==> src/rtl/adc_seq_pkg.sv <==
package adc_seq_pkg;
  typedef enum logic [1:0] {
    ST_IDLE  = 2'd0,
    ST_ISSUE = 2'd1,
    ST_WAIT  = 2'd2
  } sched_st_e;
endpackage

==> src/rtl/seq_slot_mux.sv <==
module seq_slot_mux #(
  parameter int NUM_SLOTS = 16,
  parameter int CH_W      = 5,
  localparam int IDX_W    = $clog2(NUM_SLOTS)
) (
  input  logic [NUM_SLOTS*CH_W-1:0] list_i,
  input  logic [IDX_W-1:0]          idx_i,
  output logic [CH_W-1:0]           chan_o
);
  logic [CH_W-1:0] slot_arr [NUM_SLOTS];

  for (genvar g = 0; g < NUM_SLOTS; g++) begin : g_unpack
    assign slot_arr[g] = list_i[g*CH_W +: CH_W];
  end

  assign chan_o = slot_arr[idx_i];
endmodule

==> src/rtl/seq_position.sv <==
module seq_position #(
  parameter int IDX_W = 4,
  parameter int GRP_W = 3
) (
  input  logic             clk,
  input  logic             rst_n,
  input  logic             pos_clr_i,
  input  logic             grp_clr_i,
  input  logic             advance_i,
  input  logic [IDX_W-1:0] len_enc_i,
  input  logic [GRP_W-1:0] grp_enc_i,
  output logic [IDX_W-1:0] pos_o,
  output logic             last_o,
  output logic             grp_last_o
);
  logic [IDX_W-1:0] pos_q;
  logic [GRP_W-1:0] grp_q;

  assign last_o     = (pos_q >= len_enc_i);
  assign grp_last_o = (grp_q == grp_enc_i);
  assign pos_o      = pos_q;

  always_ff @(posedge clk) begin
    if (!rst_n) begin
      pos_q <= '0;
      grp_q <= '0;
    end else begin
      if (pos_clr_i)      pos_q <= '0;
      else if (advance_i) pos_q <= last_o ? '0 : pos_q + 1'b1;
      if (grp_clr_i)      grp_q <= '0;
      else if (advance_i) grp_q <= grp_q + 1'b1;
    end
  end

  // a non-final conversion moves to the following entry
  p_step_r1: assert property (@(posedge clk) disable iff (!rst_n)
    (advance_i && !last_o && !pos_clr_i) |=> (pos_q == $past(pos_q) + 1'b1));
  // completing the final entry returns to entry 0
  p_wrap_r2: assert property (@(posedge clk) disable iff (!rst_n)
    (advance_i && last_o) |=> (pos_q == '0));
  // a new group starts counting from zero
  p_grp_restart_r1: assert property (@(posedge clk) disable iff (!rst_n)
    grp_clr_i |=> (grp_q == '0));
endmodule

==> src/rtl/seq_result.sv <==
module seq_result #(
  parameter int CH_W   = 5,
  parameter int DATA_W = 12
) (
  input  logic                   clk,
  input  logic                   rst_n,
  input  logic                   done_i,
  input  logic                   last_i,
  input  logic [CH_W-1:0]        chan_i,
  input  logic [DATA_W-1:0]      data_i,
  input  logic                   eoc_clr_i,
  input  logic                   strm_ready_i,
  output logic [DATA_W-1:0]      res_data_o,
  output logic                   eoc_flag_o,
  output logic                   eos_pulse_o,
  output logic                   strm_valid_o,
  output logic [CH_W+DATA_W-1:0] strm_data_o
);
  always_ff @(posedge clk) begin
    if (!rst_n) begin
      res_data_o   <= '0;
      eoc_flag_o   <= 1'b0;
      eos_pulse_o  <= 1'b0;
      strm_valid_o <= 1'b0;
      strm_data_o  <= '0;
    end else begin
      eos_pulse_o <= done_i && last_i;
      if (done_i) res_data_o <= data_i;
      if (done_i)         eoc_flag_o <= 1'b1;
      else if (eoc_clr_i) eoc_flag_o <= 1'b0;
      if (done_i) begin
        strm_valid_o <= 1'b1;
        strm_data_o  <= {chan_i, data_i};
      end else if (strm_ready_i) begin
        strm_valid_o <= 1'b0;
      end
    end
  end

  // a waiting word is held unchanged
  p_hold_r10: assert property (@(posedge clk) disable iff (!rst_n)
    (strm_valid_o && !strm_ready_i && !done_i) |=> (strm_valid_o && $stable(strm_data_o)));
  // flag is sticky without a clear
  p_eoc_sticky_r6: assert property (@(posedge clk) disable iff (!rst_n)
    (eoc_flag_o && !eoc_clr_i) |=> eoc_flag_o);
  // every completion sets the flag, even against a clear
  p_eoc_set_r6: assert property (@(posedge clk) disable iff (!rst_n)
    done_i |=> eoc_flag_o);
endmodule

==> src/rtl/adc_seq_sched.sv <==
module adc_seq_sched
  import adc_seq_pkg::*;
#(
  parameter int NUM_SLOTS = 16,
  parameter int CH_W      = 5,
  parameter int DATA_W    = 12,
  parameter int GRP_W     = 3,
  localparam int IDX_W    = $clog2(NUM_SLOTS)
) (
  input  logic                      clk,
  input  logic                      rst_n,
  input  logic                      cfg_disc_en,
  input  logic                      cfg_cont_en,
  input  logic [GRP_W-1:0]          cfg_grp_enc,
  input  logic [IDX_W-1:0]          cfg_len_enc,
  input  logic [NUM_SLOTS*CH_W-1:0] cfg_slot_list,
  input  logic                      trig_i,
  output logic                      conv_start_o,
  output logic [CH_W-1:0]           conv_chan_o,
  input  logic                      conv_done_i,
  input  logic [DATA_W-1:0]         conv_data_i,
  output logic [DATA_W-1:0]         res_data_o,
  output logic                      eoc_flag_o,
  input  logic                      eoc_clr_i,
  output logic                      eos_pulse_o,
  output logic                      strm_valid_o,
  input  logic                      strm_ready_i,
  output logic [CH_W+DATA_W-1:0]    strm_data_o
);
  sched_st_e        st_q, st_d;
  logic [IDX_W-1:0] pos;
  logic             last_entry, grp_last;
  logic             can_issue, accept_trig, done_ok, grp_end, rerun;

  assign can_issue    = !strm_valid_o || strm_ready_i;
  assign accept_trig  = (st_q == ST_IDLE) && trig_i;
  assign conv_start_o = (st_q == ST_ISSUE) && can_issue;
  assign done_ok      = (st_q == ST_WAIT) && conv_done_i;
  assign grp_end      = last_entry || (cfg_disc_en && grp_last);
  assign rerun        = last_entry && !cfg_disc_en && cfg_cont_en;

  always_comb begin
    st_d = st_q;
    case (st_q)
      ST_IDLE:  if (trig_i) st_d = ST_ISSUE;
      ST_ISSUE: if (can_issue) st_d = ST_WAIT;
      ST_WAIT:  if (conv_done_i) st_d = (!grp_end || rerun) ? ST_ISSUE : ST_IDLE;
      default:  st_d = ST_IDLE;
    endcase
  end

  always_ff @(posedge clk) begin
    if (!rst_n) st_q <= ST_IDLE;
    else        st_q <= st_d;
  end

  seq_position #(.IDX_W(IDX_W), .GRP_W(GRP_W)) u_pos (
    .clk       (clk),
    .rst_n     (rst_n),
    .pos_clr_i (accept_trig && !cfg_disc_en),
    .grp_clr_i (accept_trig),
    .advance_i (done_ok),
    .len_enc_i (cfg_len_enc),
    .grp_enc_i (cfg_grp_enc),
    .pos_o     (pos),
    .last_o    (last_entry),
    .grp_last_o(grp_last)
  );

  seq_slot_mux #(.NUM_SLOTS(NUM_SLOTS), .CH_W(CH_W)) u_mux (
    .list_i(cfg_slot_list),
    .idx_i (pos),
    .chan_o(conv_chan_o)
  );

  seq_result #(.CH_W(CH_W), .DATA_W(DATA_W)) u_res (
    .clk         (clk),
    .rst_n       (rst_n),
    .done_i      (done_ok),
    .last_i      (last_entry),
    .chan_i      (conv_chan_o),
    .data_i      (conv_data_i),
    .eoc_clr_i   (eoc_clr_i),
    .strm_ready_i(strm_ready_i),
    .res_data_o  (res_data_o),
    .eoc_flag_o  (eoc_flag_o),
    .eos_pulse_o (eos_pulse_o),
    .strm_valid_o(strm_valid_o),
    .strm_data_o (strm_data_o)
  );

  // no request while a result word is stalled
  p_issue_blocked_r10: assert property (@(posedge clk) disable iff (!rst_n)
    (strm_valid_o && !strm_ready_i) |-> !conv_start_o);
  // each request is a single-cycle pulse
  p_start_once_r5: assert property (@(posedge clk) disable iff (!rst_n)
    conv_start_o |=> !conv_start_o);
  // end-of-sequence never lasts two cycles
  p_eos_single_r7: assert property (@(posedge clk) disable iff (!rst_n)
    eos_pulse_o |=> !eos_pulse_o);
  // a trigger during a conversion leaves the position alone
  p_busy_trig_r8: assert property (@(posedge clk) disable iff (!rst_n)
    ((st_q == ST_WAIT) && trig_i && !conv_done_i) |=> $stable(pos));
endmodule

==> config.mk <==
export PLATFORM = sky130hd
export DESIGN_NAME = adc_seq_sched
export DESIGN_NICKNAME = d
export VERILOG_FILES = /design/src/rtl/adc_seq_pkg.sv /design/src/rtl/seq_slot_mux.sv /design/src/rtl/seq_position.sv /design/src/rtl/seq_result.sv /design/src/rtl/adc_seq_sched.sv
export SDC_FILE = /design/constraint.sdc
export NUM_CORES = 1
export LEC_CHECK = 0
export ABC_AREA = 1
export BUFFER_PORTS_ARGS = -buffer_cell sky130_fd_sc_hd__buf_2
export CORE_MARGIN = 2
export CORE_UTILIZATION = 40
export CTS_CLUSTER_DIAMETER = 30
export DETAILED_ROUTE_END_ITERATION = 8
export PLACE_DENSITY_LB_ADDON = 0.25
export SLEW_MARGIN = 10
export SYNTH_ARGS = -nofsm -noshare
export SYNTH_HDL_FRONTEND = slang
export SYNTH_SLANG_ARGS = --single-unit
==> constraint.sdc <==
create_clock -name clk -period 3.6 [get_ports clk]
set_input_delay 0 -clock clk [delete_from_list [all_inputs] [get_ports clk]]
set_output_delay 0 -clock clk [all_outputs]
set_load 0.01 [all_outputs]
==> impl_metrics.toml <==
[yosys]
synthTopCellsByArea = "nand2_1 31%, dfxtp_1 25%, nand3_1 9.7%"
synth_edf_count = 0
synth_cells = 405
synth_common_cells = "194 x nand2_1, 45 x nand3_1, 35 x inv_1"
synth_seq_cells = 29
syn_area_sq_um = 2323
yosysTopAreaCellShare_pct = 31.34
async_flop_share_pct = 0
synth.largest_area_cell = "nand2_1"
yosysWarnings = 0
synth_ff_type = "dfxtp_1"
seq_area_frac_synth_pct = 24.99
synthesis.nets = 518
synth_most_common_cell = "nand2_1"
synth.distinct_cells = 24
syn_avg_cell_area_sq_um = 5.737

[flow_run]
maxCapViolCount = 0

[clock_network]
cts_buffer_depth = 2
post_cts_buffers = 0
hold_buffers = 13
worstSkewPairLatency_ps = 270
clock-sinks = 29
tritoncts = "yes"
post_cts_resized = 0
cts_inserted_buffers = 5
cts_root_buffer = "clkbuf_8"
cts_max_level = 2
path_clk_slew_ps = 60

[critical_path]
reg2reg_depth = 6
crit_path_max_fanout = 25
worstPathCellList = "inv_2 -> nor2_1 -> o21ai_1 -> nand3_1 -> nand3_1 -> nand2_1 -> buf_2"
crit_top_cell = "nand3_1"
worstSetupPathType = "flip-flop to primary output"
slowest_stage = "dfxtp_1"
cp_data_required_time_ps = 3600
r2r-start = "st_q[0]"
worstReg2RegEnd = "u_pos.pos_o[0]"
cpLargestDelayFamily = "flip-flops"
start_kind = "flip-flop"
crit_buf_inv = 2
crit_path_end_kind = "primary output"
worstPathArrival_ps = 2110
cp_slowest_stage_delay_ps = 780
reg2reg_slack_ps = 1540

[floorplanning]
fp.coreArea_sq_um = 5574
ios = 145
rows = 27
die_h_um = 80.22
start_util_pct = 41.68
die_w_um = 80.22
dieArea_sq_um = 6434

[placement]
hpwl_um = 5074
dp.cells = 590
portBuffers = 144
routabilityCongestion = 0.8365
place_ws_ps = 1559

[timing]
period_share_pct = 58.72
finalSetupViolCount = 0
max-slew-margin-rel_pct = 49.03
slew_viol_final = 0
holdWs_ps = 8.175
rsz0062_at_grt = "false"
tns_ps = 0
worst_slew_pin_slew_ps = 762.4
layout_min_cycle_time_ps = 2114
setup_slack_ps = 1486
hold_viol = 0
max_freq_mhz = 473.0
skew_ps = 3.205

[detailed_routing]
drt-pass1-iter-count = 4
wl_met3_um = 490
vias_per_cell = 4.671
wl_per_cell_um = 11.09
vias = 2854
wl_met2_um = 3335
routed.top_layer = "met4"
drt_iter0_markers = 148
postRouteWirelength_um = 6778
remaining_drc_errors = 0
detail-route-antenna-nets = 0
wirelength_met1_um = 2914

[outcome]
run_status = "complete, no violations"

[global_routing]
grt_usage_pct = 20.80
gr-total-overflow = 0
grt_max_degree = 43
grt_antenna_before_repair = 0
grt_pass1_wl_um = 10840
grt_pass1_vias = 2573

[power]
p_switching_uw = 246.1
sequentialPowerShare_pct = 41.7
intPower_uw = 570.0
worst_ir_drop_vdd_uv = 214.5
power_density_nw_per_um2 = 263.2
clkPwrFrac_pct = 30.7
combPwrFrac_pct = 27.6
total_leakage_power_uw = 0.001844
swShare_pct = 30.16

[worst_hold_path]
hp-start = "strm_ready_i"
whs_endpoint = "u_res.strm_valid_o"
min_path_cells = 4
holdCritPathClass = "input pin to flip-flop"

[cells_and_area]
layout.nets = 651
syn_to_final_growth_pct = 33.44
drive_above_1_share_pct = 29.13
post-route-util_pct = 55.62
antenna_cells = 0
fin_cells = 611
## flip-flops by register name, indices dropped and copies added, names as in the netlist
register and flops:
u_res.strm_data_o 17, u_res.eoc_flag_o 1, u_res.strm_valid_o 1, u_res.eos_pulse_o 1, u_pos.grp_q 3, st_q 2, u_pos.pos_o 4
## power by group through the flow
| stage | Combinational, uW | Sequential, uW | Clock [uW] |
|---|---|---|---|
| floorplan | 131 | 347 | 0 |
| global placement | 212 | 347 | 0 |
| detailed placement | 214 | 347 | 0 |
| CTS | 226 | 340 | 260 |
| global route | 255 | 342 | 277 |
| finish | 226 | 340 | 251 |
## how the worst max path moves through the flow
stage | startpoint | end | cells after the start
after global routing | u_pos.pos_o[1] | conv_chan_o[1] | 7
after detailed placement | st_q[0] | u_pos.pos_o[2] | 6
final | u_pos.pos_o[1] | conv_chan_o[0] | 7
after global placement | st_q[0] | u_pos.pos_o[2] | 6
after floorplan | u_pos.pos_o[0] | u_pos.pos_o[0] | 13
after CTS | u_pos.pos_o[1] | conv_chan_o[0] | 7
## layer usage
metal | GRT usage [%] | vias to the layer above
met5 | 0 | -
met4 | 4.237 | 0
met3 | 4.270 | 6
met2 | 38.25 | 99
met1 | 24.79 | 1244
li1 | - | 1505
## cell type report
cell class / instances / area, sq um
clock buffers: 6 / 72.57
clock inverters: 2 / 10.01
fillers: 603 / 2474
inverters: 40 / 155.1
multi-input cells: 304 / 1334
flip-flops and latches: 29 / 580.6
well taps: 72 / 90.09
repair buffers: 158 / 858.3
## placed cells by master (no fill, tap or decap), drive strengths merged
master       netlist  final
nand2            194    194
buf               30    145
nand3             45     45
inv               39     39
dfxtp             29     29
a21oi             20     20
nor2              20     20
dlygate4sd3        0     13
o21ai              7      7
o21a               6      6
ha                 6      6
clkbuf             2      6
clkinv             1      3
xor2               2      2
o211ai             1      1
nand3b             1      1
a211oi             1      1
nor3b              1      1
## cell families after synthesis
kind of cell             synth area share (%)
adder cells (fa/ha/maj)                 3.231
AO/OA/AOI/OAI                           8.401
AND/OR/NAND/NOR                         45.02
flip-flops                              24.99
XOR/XNOR                               0.7540
buffers and inverters                   17.61
## stage by stage
| step | cell area [sq um] | total power, uW |
|---|---|---|
| 6_report | 3100 | 816.2 |
| 5_1_grt | 3100 | 873.8 |
| 2_1_floorplan | 2323 | 478.1 |
| 3_3_place_gp | 2888 | 559.3 |
| 4_1_cts | 3100 | 825.6 |
| 3_5_place_dp | 2888 | 560.7 |
## tightest hold or removal path, cell delays in order
cell,delay (ps)
buf_2,80
nor2_1,40
inv_1,60
a21oi_1,50
(Power assumes the default switching activity.)
